--- config.mk ---
export PLATFORM = sky130hd
export DESIGN_NAME = irq_ctrl_unit
export DESIGN_NICKNAME = d
export VERILOG_FILES = /design/src/rtl/irq_ctrl_pkg.sv /design/src/rtl/irq_cfg_reg.sv /design/src/rtl/irq_state_bank.sv /design/src/rtl/irq_line_gen.sv /design/src/rtl/irq_ctrl_unit.sv
export SDC_FILE = /design/constraint.sdc
export NUM_CORES = 1
export LEC_CHECK = 0
export BUFFER_PORTS_ARGS = -buffer_cell sky130_fd_sc_hd__buf_4
export CORE_UTILIZATION = 46
export DETAILED_ROUTE_END_ITERATION = 8
export PLACE_DENSITY_LB_ADDON = 0.25
export SYNTH_ARGS = -nofsm -noshare
export SYNTH_HDL_FRONTEND = slang
export SYNTH_SLANG_ARGS = --single-unit
--- constraint.sdc ---
create_clock -name clk -period 1.7 [get_ports clk]
set_input_delay 0.255 -clock clk [delete_from_list [all_inputs] [get_ports clk]]
set_output_delay 0.255 -clock clk [all_outputs]
set_load 0.02 [all_outputs]
--- src/rtl/irq_ctrl_pkg.sv ---
package irq_ctrl_pkg;
  localparam int NUM_SRC = 13;
  localparam int DATA_W  = 32;
  localparam int ADDR_W  = 8;

  localparam int OFS_ENABLE = 'h10;
  localparam int OFS_MASK   = 'h14;
  localparam int OFS_CLEAR  = 'h18;
  localparam int OFS_STATE  = 'h1C;

  typedef enum int {
    SRC_FRAME_DONE   = 0,
    SRC_NODE_DONE    = 1,
    SRC_SCLR_DONE    = 2,
    SRC_SLICE_DONE   = 3,
    SRC_BUF_OVFL     = 4,
    SRC_BUF_SECTION  = 5,
    SRC_FRAME_ERR    = 6,
    SRC_WDOG         = 7,
    SRC_CHAIN_OPERR  = 8,
    SRC_CHAIN_ESTOP  = 9,
    SRC_CHAIN_PAUSE  = 10,
    SRC_CHAIN_NSTOP  = 11,
    SRC_CHAIN_DATERR = 12
  } irq_src_e;
endpackage

--- src/rtl/irq_cfg_reg.sv ---
module irq_cfg_reg #(
  parameter int W = 13
) (
  input  logic         clk,
  input  logic         rst_n,
  input  logic         wr_i,
  input  logic [W-1:0] wdata_i,
  output logic [W-1:0] q_o
);
  always_ff @(posedge clk or negedge rst_n) begin
    if (!rst_n)    q_o <= '0;
    else if (wr_i) q_o <= wdata_i;
  end
endmodule

--- src/rtl/irq_state_bank.sv ---
module irq_state_bank #(
  parameter int N = 13
) (
  input  logic         clk,
  input  logic         rst_n,
  input  logic [N-1:0] set_i,
  input  logic [N-1:0] clr_i,
  output logic [N-1:0] state_o
);
  // set dominates clear on a collision
  function automatic logic bit_next(input logic cur, input logic set, input logic clr);
    return set | (cur & ~clr);
  endfunction

  for (genvar g = 0; g < N; g++) begin : g_bit
    always_ff @(posedge clk or negedge rst_n) begin
      if (!rst_n) state_o[g] <= 1'b0;
      else        state_o[g] <= bit_next(state_o[g], set_i[g], clr_i[g]);
    end
  end
endmodule

--- src/rtl/irq_line_gen.sv ---
module irq_line_gen #(
  parameter int N = 13
) (
  input  logic [N-1:0] state_i,
  input  logic [N-1:0] mask_i,
  output logic         irq_o
);
  function automatic logic visible_any(input logic [N-1:0] st, input logic [N-1:0] mk);
    return |(st & ~mk);
  endfunction

  assign irq_o = visible_any(state_i, mask_i);
endmodule

--- src/rtl/irq_ctrl_unit.sv ---
module irq_ctrl_unit
  import irq_ctrl_pkg::*;
#(
  parameter int NSRC  = irq_ctrl_pkg::NUM_SRC,
  parameter int DW    = irq_ctrl_pkg::DATA_W,
  parameter int AW    = irq_ctrl_pkg::ADDR_W
) (
  input  logic            clk,
  input  logic            rst_n,
  input  logic [NSRC-1:0] evt_i,
  input  logic            reg_we_i,
  input  logic [AW-1:0]   reg_addr_i,
  input  logic [NSRC-1:0] reg_wdata_i,
  output logic [DW-1:0]   reg_rdata_o,
  output logic            irq_o
);
  localparam logic [AW-1:0] A_EN  = AW'(OFS_ENABLE);
  localparam logic [AW-1:0] A_MSK = AW'(OFS_MASK);
  localparam logic [AW-1:0] A_CLR = AW'(OFS_CLEAR);
  localparam logic [AW-1:0] A_ST  = AW'(OFS_STATE);

  logic            wr_en, wr_msk, wr_clr;
  logic [NSRC-1:0] en_q, mask_q, state_q;
  logic [NSRC-1:0] set_vec, clr_pulse;

  assign wr_en     = reg_we_i && (reg_addr_i == A_EN);
  assign wr_msk    = reg_we_i && (reg_addr_i == A_MSK);
  assign wr_clr    = reg_we_i && (reg_addr_i == A_CLR);
  assign clr_pulse = wr_clr ? reg_wdata_i : '0;
  assign set_vec   = evt_i & en_q;

  irq_cfg_reg #(.W(NSRC)) u_en (
    .clk(clk), .rst_n(rst_n), .wr_i(wr_en), .wdata_i(reg_wdata_i), .q_o(en_q)
  );

  irq_cfg_reg #(.W(NSRC)) u_msk (
    .clk(clk), .rst_n(rst_n), .wr_i(wr_msk), .wdata_i(reg_wdata_i), .q_o(mask_q)
  );

  irq_state_bank #(.N(NSRC)) u_state (
    .clk(clk), .rst_n(rst_n), .set_i(set_vec), .clr_i(clr_pulse), .state_o(state_q)
  );

  irq_line_gen #(.N(NSRC)) u_line (
    .state_i(state_q), .mask_i(mask_q), .irq_o(irq_o)
  );

  always_comb begin
    reg_rdata_o = '0;
    case (reg_addr_i)
      A_EN:    reg_rdata_o[NSRC-1:0] = en_q;
      A_MSK:   reg_rdata_o[NSRC-1:0] = mask_q;
      A_ST:    reg_rdata_o[NSRC-1:0] = state_q;
      default: reg_rdata_o = '0;
    endcase
  end
endmodule

Word-level counts from Yosys, hierarchy flattened --
Index checks and enable logic that the tools add are counted. Widths: inputs -> output; s select.
Storage, ports and cells: bits in registers 39, input bits 37
Operators by class: equal/unequal tests 4, reduce and logical (&&, ||, !) cells 4, muxes and demuxes 2, bitwise logic cells 42
Operator list (number):
- $pmux 13 s3 | 1
- $eq 8x5->1 const B | 4
- $and 13x13->13 | 2
- $and 1x1->1 | 13
- $mux 13 | 1
- $not 1->1 | 13
- $not 13->13 | 1
- $or 1x1->1 | 13
- $reduce_or 13->1 | 1
- $logic_and 1x1->1 | 3

Longest topological paths before layout --
Gate-level depths: netlist of run 1.
word-level depth 6, mapped depth 7

By module --
From an unflattened synthesis of run 1, not the netlist that was laid out.
Unflattened totals: cell total of the unflattened synthesis 235, area total of the unflattened synthesis 2422.3 um^2
Modules (own cells, without submodules):
- irq_cfg_reg | sequential area each 325.3 um^2, area each 520.5 um^2, cells each 27, instances 2
- irq_ctrl_unit | sequential area each 0.0 um^2, area each 807.0 um^2, cells each 121, instances 1
- irq_state_bank | sequential area each 325.3 um^2, area each 471.7 um^2, cells each 39, instances 1
- irq_line_gen | sequential area each 0.0 um^2, area each 102.6 um^2, cells each 21, instances 1

Least setup slack after synthesis of run 1 --
Ideal clock, no wire load.
kind input to register, from in reg_addr_i[7], to reg u_msk.q_o[10], stages 7, data required time 1575 ps, slack -521 ps, arrival time 2095 ps, path buffers 3, cell sequence or4b_1 or2_1 buf_2 or4_4 buf_6 buf_8 mux2_4
On the way: cells in the longest elaborated chain, start to end 2
RTL lines:
- start: declaration | line irq_ctrl_unit.sv:12 | input logic [AW-1:0] reg_addr_i,
- $eq 8x5->1 | line irq_ctrl_unit.sv:27 | assign wr_msk = reg_we_i && (reg_addr_i == A_MSK);
- $logic_and 1x1->1 | line irq_ctrl_unit.sv:27
- end signal: assignment | line irq_cfg_reg.sv:12 | else if (wr_i) q_o <= wdata_i;
- end: declaration | line irq_cfg_reg.sv:8 | output logic [W-1:0] q_o
Every way passes these cells. A chain may end at the register's enable or synchronous reset.

Final worst setup path of run 1 --
from in reg_addr_i[7], to reg u_en.q_o[10]
On the way: cells in the longest elaborated chain, start to end 2
RTL lines:
- $eq 8x5->1 | line irq_ctrl_unit.sv:26 | assign wr_en = reg_we_i && (reg_addr_i == A_EN);
- $logic_and 1x1->1 | line irq_ctrl_unit.sv:26
- end signal: assignment | line irq_cfg_reg.sv:12
- end: declaration | line irq_cfg_reg.sv:8
Every way passes these cells.

==> results of run 1 <==
cell usage in the layout (no fill, tap or decap), types with 4 or more instances in the layout:
cell type | netlist | final
a21oi_1 | 13 | 13
a22o_1 | 13 | 13
buf_4 | 19 | 50
buf_6 | 2 | 7
clkbuf_8 | 0 | 6
conb_1 | 1 | 19
dfrtp_1 | 39 | 39
inv_1 | 15 | 15
mux2_1 | 6 | 6
mux2_4 | 20 | 20
mux2i_1 | 13 | 13
nand2_1 | 13 | 13
nor2_1 | 26 | 13
nor2_4 | 0 | 12
o22ai_1 | 4 | 4
or4_4 | 2 | 4
sequential cells by signal, indices dropped and copies added, names as in the netlist:
signal and cells:
u_state.state_o 13, u_en.q_o 13, u_msk.q_o 13
metal layers:
metal	vias to the layer above	track usage, %
met2	55	32.7
met4	0	4.00
met5	-	0
met1	774	28.6
li1	778	-
met3	4	4.70
worst max-delay path: cells and delay by family:
family,cells,cell delay (ps)
buffers and inverters,1,90
multiplexers,1,340
AND/OR/NAND/NOR,3,1330
final timing paths:
kind                                          startpoint                            to  slack [ps]  cells after the start
worst max-delay path                       reg_addr_i[7]      u_en.q_o[10]$_DFFE_PN0P_        -150                      5
worst min-delay path                     reg_wdata_i[11]      u_en.q_o[11]$_DFFE_PN0P_         190                      2
worst max register to register  u_msk.q_o[0]$_DFFE_PN0P_      u_msk.q_o[0]$_DFFE_PN0P_         890                      1
worst min register to register  u_en.q_o[11]$_DFFE_PN0P_      u_en.q_o[11]$_DFFE_PN0P_         520                      1
max in group asynchronous                          rst_n  u_state.state_o[8]$_DFF_PN0_         880                      2
min in group asynchronous                          rst_n  u_state.state_o[9]$_DFF_PN0_         470                      2
metrics by stage:
stage	power, mW	instances	util, %
6_report	2.48	314	63.5
3_5_place_dp	1.69	303	59.0
2_1_floorplan	1.53	223	-
5_1_grt	2.60	314	63.5
4_1_cts	2.48	313	62.4
3_3_place_gp	1.68	303	59.0
power by group:
part | switching [mW] | internal (mW)
logic | 0.226 | 0.253
clock network | 0.321 | 0.475
registers | 0.128 | 1.07
cell type report:
| type | count | area, sq um |
|---|---|---|
| well taps | 52 | 65.1 |
| multi-input cells | 141 | 1140 |
| clock buffers | 6 | 82.6 |
| flip-flops and latches | 39 | 976 |
| inverters | 15 | 56.3 |
| fillers | 389 | 1640 |
| clock inverters | 2 | 35.0 |
| repair buffers | 59 | 484 |
cells by family (layout without fill, tap and decap cells):
group / count (synthesis) / in the layout
AO/OA/AOI/OAI: 32 / 32
AND/OR/NAND/NOR: 49 / 51
flip-flops: 39 / 39
buffers and inverters: 45 / 82
other: 1 / 19
multiplexers: 39 / 39
repair_timing:
item | 4_1_cts | 5_1_grt
cloned | 1 | 1
setup endpoints to repair | 39 | 40
resized for setup | 5 | 11
hold buffers | 1 | 0
pin swaps | 1 | 3
hold endpoints to repair | 39 | 0
==> results.json, run 1 <==
{
  "status": "finished, violations left",
  "violations": "design-rule violations, negative setup slack",
  "slew_headroom_pct": 59.1,
  "powerDensity_nw_per_um2": 872,
  "synth_compound_area_share_pct": 10.1,
  "antenna_left": 0,
  "finClkSkew_ps": 1.58,
  "yosys.area_share.simple_pct": 10.0,
  "synthCells": 205,
  "yosys_warnings": 0,
  "place_ws_ps": -535,
  "critPathKind": "in2reg",
  "syn-cell-area_sq_um": 2200,
  "final_cell_area_sq_um": 2840,
  "cts_tree": "done",
  "io_pins": 70,
  "cap_violations": 0,
  "wl_per_cell_um": 15.6,
  "vias": 1611,
  "tightest_slew_ps": 614,
  "tns_ps": -4510,
  "syn_avg_cell_area_sq_um": 10.7,
  "dr_wl_met3_um": 237,
  "wl_met1_um": 2320,
  "required_ps": 1870,
  "core_area_sq_um": 4470,
  "fin_ws_ps": -154,
  "layout.nets": 298,
  "die_h_um": 71.2,
  "synth_cell_type_count": 28,
  "synth_ff_type": "dfrtp_1",
  "cts.clk_slew.worst_paths_ps": 80,
  "clockBufferDepth": 2,
  "start_util_pct": 49.2,
  "die-width_um": 71.2,
  "hp-class": "in2reg",
  "synth-edff-count": 0,
  "route.detailed.drc": 2,
  "grt_overflow": 0,
  "hold_slack_ps": 192,
  "drt_wl_total_um": 4900,
  "synthTopCellsByArea": "dfrtp_1 44%, mux2_4 14%, buf_4 6.5%, mux2i_1 5.9%, a22o_1 5.2%",
  "cpPeakStageDelay_ps": 530,
  "grt_usage_pct": 20.4,
  "hold_viol": 0,
  "synth_xor_area_share_pct": 0,
  "insertedDiodeCount": 0,
  "antenna_found_initial": 0,
  "drive_gt1_share_pct": 40.8,
  "wl_met2_um": 2300,
  "crit_chain": "buf_6 -> or4b_4 -> or2_4 -> or4_4 -> mux2_1",
  "slew_viol_final": 0,
  "leakagePower_nw": 1.44,
  "row_count": 24,
  "muxShareOfSynthArea_pct": 22.6,
  "root_buffer": "clkbuf_8",
  "drt_iter0_drc": 84,
  "post_cts_buffers": 0,
  "placed_area_sq_um": 2640,
  "grt_max_degree": 40,
  "cp-end-kind": "register",
  "cts_buffers": 5,
  "synthArstFlopShare_pct": 100,
  "finalCritPeriodShare_pct": 109,
  "place_hpwl_um": 3320,
  "cp_slowest_cell": "or4_4",
  "clk_latency_ps": 280,
  "ir_worst_vdd_mv": 0.479,
  "routed_via_density": 5.13,
  "synth_adder_area_share_pct": 0,
  "ys_seq_area_share_pct": 44.4,
  "ctsHtreeMaxLevel": 2,
  "die_area_sq_um": 5060,
  "fmax_mhz": 539,
  "yosysTopAreaCellShare_pct": 44.4,
  "setup_viol": 39,
  "numClockSinks": 39,
  "synth_top_family_by_area": "multiplexers",
  "synth_seq_cells": 39,
  "startpoint_type": "primary input",
  "port-buffer-count": 50,
  "grt_pass1_wl_um": 7950,
  "dr.max_layer_used": "met4",
  "area_growth_pct": 29.1,
  "synthTopCellsByCount": "39 x dfrtp_1, 26 x nor2_1, 20 x mux2_4, 19 x buf_4, 15 x inv_1",
  "grt_pass1_vias": 1631,
  "worstPathArrival_ps": 2020,
  "gp_congestion": 0.737,
  "rsz0062_at_grt": "true",
  "critPathMaxFanout": 7,
  "first_pass_iters": 8,
  "fin_crit_ps": 1850,
  "synth.most_common_cell": "dfrtp_1",
  "synth.largest_area_cell": "dfrtp_1"
}
(Power assumes the default switching activity.)
==> run 2: changes to the inputs <==
--- a/config.mk
+++ b/config.mk
@@ -6,9 +6,11 @@
 export NUM_CORES = 1
 export LEC_CHECK = 0
 export BUFFER_PORTS_ARGS = -buffer_cell sky130_fd_sc_hd__buf_4
-export CORE_UTILIZATION = 46
+export CELL_PAD_IN_SITES_DETAIL_PLACEMENT = 0
+export CELL_PAD_IN_SITES_GLOBAL_PLACEMENT = 1
+export CORE_UTILIZATION = 35
 export DETAILED_ROUTE_END_ITERATION = 8
-export PLACE_DENSITY_LB_ADDON = 0.25
+export PLACE_DENSITY_LB_ADDON = 0.1
 export SYNTH_ARGS = -nofsm -noshare
 export SYNTH_HDL_FRONTEND = slang
 export SYNTH_SLANG_ARGS = --single-unit
==> run 2 against run 1 <==
The flow finishes with violations (negative setup slack). Combinational power up 8.1%. Sequential power about the same. Cell count up 8.0%. Die area up 30%. Via count up 0.12%. Sequential share of layout area down 0.076 points. Register-to-register slack worse by 20 ps. First-iteration DRC count down 44%. Fmax down 0.18%. Worst setup slack worse by 3.3 ps. Non-clock buffer count up 4. Critical endpoint is now u_msk.q_o[0]$_DFFE_PN0P_. Largest cell class unchanged. Highest routed layer unchanged.
==> results.json, run 2 (synthesis results as in run 1) <==
{
  "crit_chain": "buf_6 -> or4b_4 -> or2_4 -> or4_4 -> mux2_4",
  "startpoint_type": "primary input",
  "clockBufferDepth": 2,
  "die_h_um": 81.3,
  "layout.nets": 302,
  "place_ws_ps": -557,
  "route.detailed.drc": 0,
  "gp_congestion": 0.690,
  "critPathMaxFanout": 7,
  "power_frac_clock_pct": 24.9,
  "finClkSkew_ps": 0.997,
  "p_int_mw": 1.63,
  "grt_pass1_vias": 1500,
  "slew_headroom_pct": 65.6,
  "cpPeakStageDelay_ps": 540,
  "critPathKind": "in2reg",
  "io_pins": 70,
  "clk_latency_ps": 280,
  "final_common_cell": "buf_4",
  "ir_worst_vdd_mv": 0.438,
  "finalCritPeriodShare_pct": 109,
  "fin_ws_ps": -157,
  "grt_max_degree": 40,
  "num-fill-cells": 589,
  "core_area_sq_um": 5990,
  "numClockSinks": 39,
  "tightest_slew_ps": 516,
  "hold_viol": 0,
  "routed_via_density": 4.76,
  "vias": 1613,
  "rsz0062_at_grt": "true",
  "area_growth_pct": 29.4,
  "cts_buffers": 5,
  "die_area_sq_um": 6610,
  "die-width_um": 81.3,
  "cap_violations": 0,
  "power.net_switching_uw": 666,
  "root_buffer": "clkbuf_8",
  "layout_common_cells": "57 x buf_4, 39 x dfrtp_1, 23 x mux2_4, 19 x conb_1, 16 x nor2_1",
  "cp_slowest_cell": "or4_4",
  "antenna_found_initial": 0,
  "reg.largest.list": "u_en.q_o x13, u_msk.q_o x13, u_state.state_o x13",
  "antenna_left": 0,
  "worstPathArrival_ps": 2020,
  "required_ps": 1870,
  "row_count": 28,
  "ctsHtreeMaxLevel": 2,
  "first_pass_iters": 5,
  "start_util_pct": 36.7,
  "hp-class": "in2reg",
  "wl_per_cell_um": 15.2,
  "drt_wl_total_um": 5160,
  "drt_iter0_drc": 47,
  "cts.clk_slew.worst_paths_ps": 70,
  "cp-end-kind": "register",
  "drive_gt1_share_pct": 42.4,
  "pwr-share-comb_pct": 22.6,
  "fmax_mhz": 538,
  "place_hpwl_um": 3590,
  "grt_usage_pct": 16.9,
  "setup_viol": 39,
  "swShare_pct": 29.0,
  "violations": "negative setup slack",
  "tns_ps": -4810,
  "powerDensity_nw_per_um2": 807,
  "leakagePower_nw": 1.45,
  "port-buffer-count": 50,
  "insertedDiodeCount": 0,
  "grt_overflow": 0,
  "cts_tree": "done",
  "slew_viol_final": 0,
  "fin_crit_ps": 1860,
  "pwr-share-seq_pct": 52.4,
  "status": "finished, violations left",
  "grt_pass1_wl_um": 8160
}
[run 2: timing repair]
action | 4_1_cts | 5_1_grt
hold endpoints to repair | 39 | 0
setup buffers | 0 | 2
pin swaps | 1 | 3
resized for setup | 6 | 10
hold buffers | 1 | 0
gates cloned | 2 | 0
setup endpoints to repair | 39 | 40
[run 2: critical path, delay by kind of cell]
family                 cells  cell delay, ps
buffers and inverters      1              90
AND/OR/NAND/NOR            3            1340
multiplexers               1             330
[run 2: power groups by stage]
stage	sequential (mW)	combinational, mW	clock, mW
final	1.20	0.519	0.573
after global routing	1.23	0.576	0.638
after CTS	1.20	0.478	0.595
after detailed placement	1.22	0.470	0
after global placement	1.22	0.466	0
after floorplan	1.17	0.358	0
[run 2: area by class of cell]
| cell class | count | area (sq um) | area share (%) |
|---|---|---|---|
| inverters | 15 | 56.3 | 1.98 |
| clock buffers | 6 | 72.6 | 2.55 |
| flip-flops and latches | 39 | 976 | 34.3 |
| well taps | 75 | 93.8 | 3.30 |
| multi-input cells | 141 | 1150 | 40.5 |
| repair buffers | 63 | 494 | 17.4 |
[run 2: through the flow]
stage                     std cells  utilization (%)  hold slack [ps]  power [mW]  instance area [sq um]
after floorplan                 223                -            -40.6        1.53                   2350
after global placement          328             44.6              267        1.69                   2670
after detailed placement        328             44.6              267        1.69                   2670
after CTS                       337             46.6              190        2.28                   2790
after global routing            339             47.5              192        2.44                   2850
final                           339             47.5              196        2.30                   2850
[run 2: per-layer routing]
metal  track usage (%)  wire, um
met5                 0         0
met2              26.0      2410
met4              4.29        46
met1              23.9      2490
met3              3.60       209
[run 2: final timing paths]
path,slack [ps],startpoint,cells after the start,to
max,-160,reg_addr_i[7],5,u_msk.q_o[0]$_DFFE_PN0P_
min,200,evt_i[2],2,u_state.state_o[2]$_DFF_PN0_
max reg2reg,870,u_state.state_o[6]$_DFF_PN0_,2,u_state.state_o[6]$_DFF_PN0_
min reg2reg,520,u_state.state_o[11]$_DFF_PN0_,1,u_state.state_o[11]$_DFF_PN0_
max in group asynchronous,860,rst_n,2,u_state.state_o[0]$_DFF_PN0_
min in group asynchronous,490,rst_n,2,u_state.state_o[9]$_DFF_PN0_
==> run 3: changes to the inputs <==
==> constraint.sdc (replaced) <==
create_clock -name clk -period 1.7 [get_ports clk]
set_input_delay 0.17 -clock clk [delete_from_list [all_inputs] [get_ports clk]]
set_output_delay 0.17 -clock clk [all_outputs]
set_load 0.02 [all_outputs]
==> run 3 against run 2 <==
The flow still finishes with violations (negative setup slack). Global-route usage is 0.23 points lower. Critical path depth stayed put. Sequential power hardly changed. Count of clock-buffer cells in the layout stayed put. Register-to-register slack better by 30 ps. Final area is 0.48% lower. First-iteration DRC count is 11% lower. Power is 8.6% higher.
==> results.json, run 3 (synthesis results as in run 1) <==
{
  "die-width_um": 81.3,
  "finClkSkew_ps": 7.46,
  "layout.nets": 299,
  "cts.clk_slew.worst_paths_ps": 80,
  "whs_path_depth": 2,
  "drt_iter0_drc": 42,
  "root_buffer": "clkbuf_8",
  "fmax_mhz": 548,
  "fin_crit_ps": 1820,
  "post-place-cells": 327,
  "drt_wl_total_um": 5080,
  "final_cell_area_sq_um": 2830,
  "placed_area_sq_um": 2640,
  "routed_via_density": 4.71,
  "rr_worst_depth": 1,
  "startpoint": "reg_addr_i[7]",
  "first_pass_iters": 4,
  "place_hpwl_um": 3540,
  "worstReg2RegEnd": "u_msk.q_o[0]$_DFFE_PN0P_",
  "grt_usage_pct": 16.7,
  "gp_congestion": 0.718,
  "tns_ps": -1430,
  "antenna_found_initial": 0,
  "tightest_slew_ps": 577,
  "cts_buffers": 5,
  "ctsHtreeMaxLevel": 2,
  "antenna_left": 0,
  "cpPeakStageDelay_ps": 620,
  "post_cts_buffers": 0,
  "area_growth_pct": 28.7,
  "die_area_sq_um": 6610,
  "final_common_cell": "buf_4",
  "cp_slowest_cell": "or4_4",
  "hold_slack_ps": 99.9,
  "fin_ws_ps": -124,
  "critPathMaxFanout": 6,
  "core_area_sq_um": 5990,
  "numClockSinks": 39,
  "required_ps": 1880,
  "worstPathArrival_ps": 2000,
  "grt_pass1_vias": 1496,
  "cap_violations": 0,
  "grt_pass1_wl_um": 8020,
  "leakagePower_nw": 1.45,
  "layoutNonFillerInstCount": 338,
  "row_count": 28,
  "clk_latency_ps": 290,
  "die_h_um": 81.3,
  "r2r_start": "u_msk.q_o[0]$_DFFE_PN0P_",
  "status": "finished, violations left",
  "violations": "negative setup slack",
  "ir_worst_vdd_mv": 0.440,
  "hp-class": "in2reg",
  "slew_headroom_pct": 61.5,
  "crit_chain": "buf_6 -> or4b_4 -> or2_4 -> or4_4 -> mux2_4",
  "hold_viol": 0,
  "drive_gt1_share_pct": 42.6,
  "grt_overflow": 0,
  "port-buffer-count": 50,
  "cts_tree": "done",
  "wl_per_cell_um": 15.0,
  "cp-end-kind": "register",
  "setup_viol": 30,
  "finalCritPeriodShare_pct": 107,
  "startpoint_type": "primary input",
  "io_pins": 70,
  "layout_common_cells": "57 x buf_4, 39 x dfrtp_1, 25 x mux2_4, 19 x conb_1, 16 x nor2_1",
  "powerDensity_nw_per_um2": 881,
  "critPathKind": "in2reg",
  "route.detailed.drc": 0,
  "rsz0062_at_grt": "true",
  "vias": 1592,
  "insertedDiodeCount": 0,
  "crit_end": "u_en.q_o[12]$_DFFE_PN0P_",
  "slew_viol_final": 0,
  "grt_max_degree": 40,
  "rrSetupSlack_ps": 900,
  "clockBufferDepth": 2,
  "place_ws_ps": -464,
  "start_util_pct": 36.7,
  "reg.largest.list": "u_en.q_o x13, u_msk.q_o x13, u_state.state_o x13"
}
-- run 3: timing repair --
item                                   CTS  global route
pin swaps                                1             0
endpoints found under the hold margin   39             0
gates cloned                             1             1
gates resized for setup                  6             7
hold buffers                             1             0
setup endpoints to repair               36            37
-- run 3: area by class of cell --
class	count	area, sq um
clock buffer	6	82.6
clock inverter	2	35.0
fill	576	3160
inverter	15	56.3
multi-input combinational	141	1130
sequential	39	976
tap	75	93.8
timing repair buffer	60	460
-- run 3: worst max-delay path, delay by kind of cell --
kind,cells,cell delay [ps]
AND/OR/NAND/NOR,3,1410
buffers and inverters,1,90
multiplexers,1,330
-- run 3: metal layers --
layer / GRT usage (%) / vias up / share of wire, %
met3: 3.60 / 7 / 4.2
met1: 23.3 / 752 / 50
met4: 5.89 / 0 / 1.3
li1: - / 787 / -
met5: 0 / - / 0
met2: 25.2 / 46 / 45
-- run 3: metrics by stage --
stage	util [%]	total power [mW]
global route	47.3	2.63
finish	47.3	2.49
CTS	46.6	2.50
detailed placement	44.0	1.68
floorplan	-	1.52
global placement	44.0	1.68
-- run 3: power breakdown --
group / leakage [nW] / switching [mW] / internal, mW
clock: 0.0612 / 0.336 / 0.475
sequential: 0.514 / 0.128 / 1.07
combinational: 0.878 / 0.223 / 0.259
-- run 3: worst min path at each step --
stage             start  slack [ps]                           end
6_report       evt_i[4]         100  u_state.state_o[4]$_DFF_PN0_
5_1_grt        evt_i[4]          90  u_state.state_o[4]$_DFF_PN0_
4_1_cts        evt_i[4]          90  u_state.state_o[4]$_DFF_PN0_
3_5_place_dp      rst_n         180  u_state.state_o[7]$_DFF_PN0_
3_3_place_gp      rst_n         180  u_state.state_o[7]$_DFF_PN0_
2_1_floorplan     rst_n        -130       u_en.q_o[0]$_DFFE_PN0P_
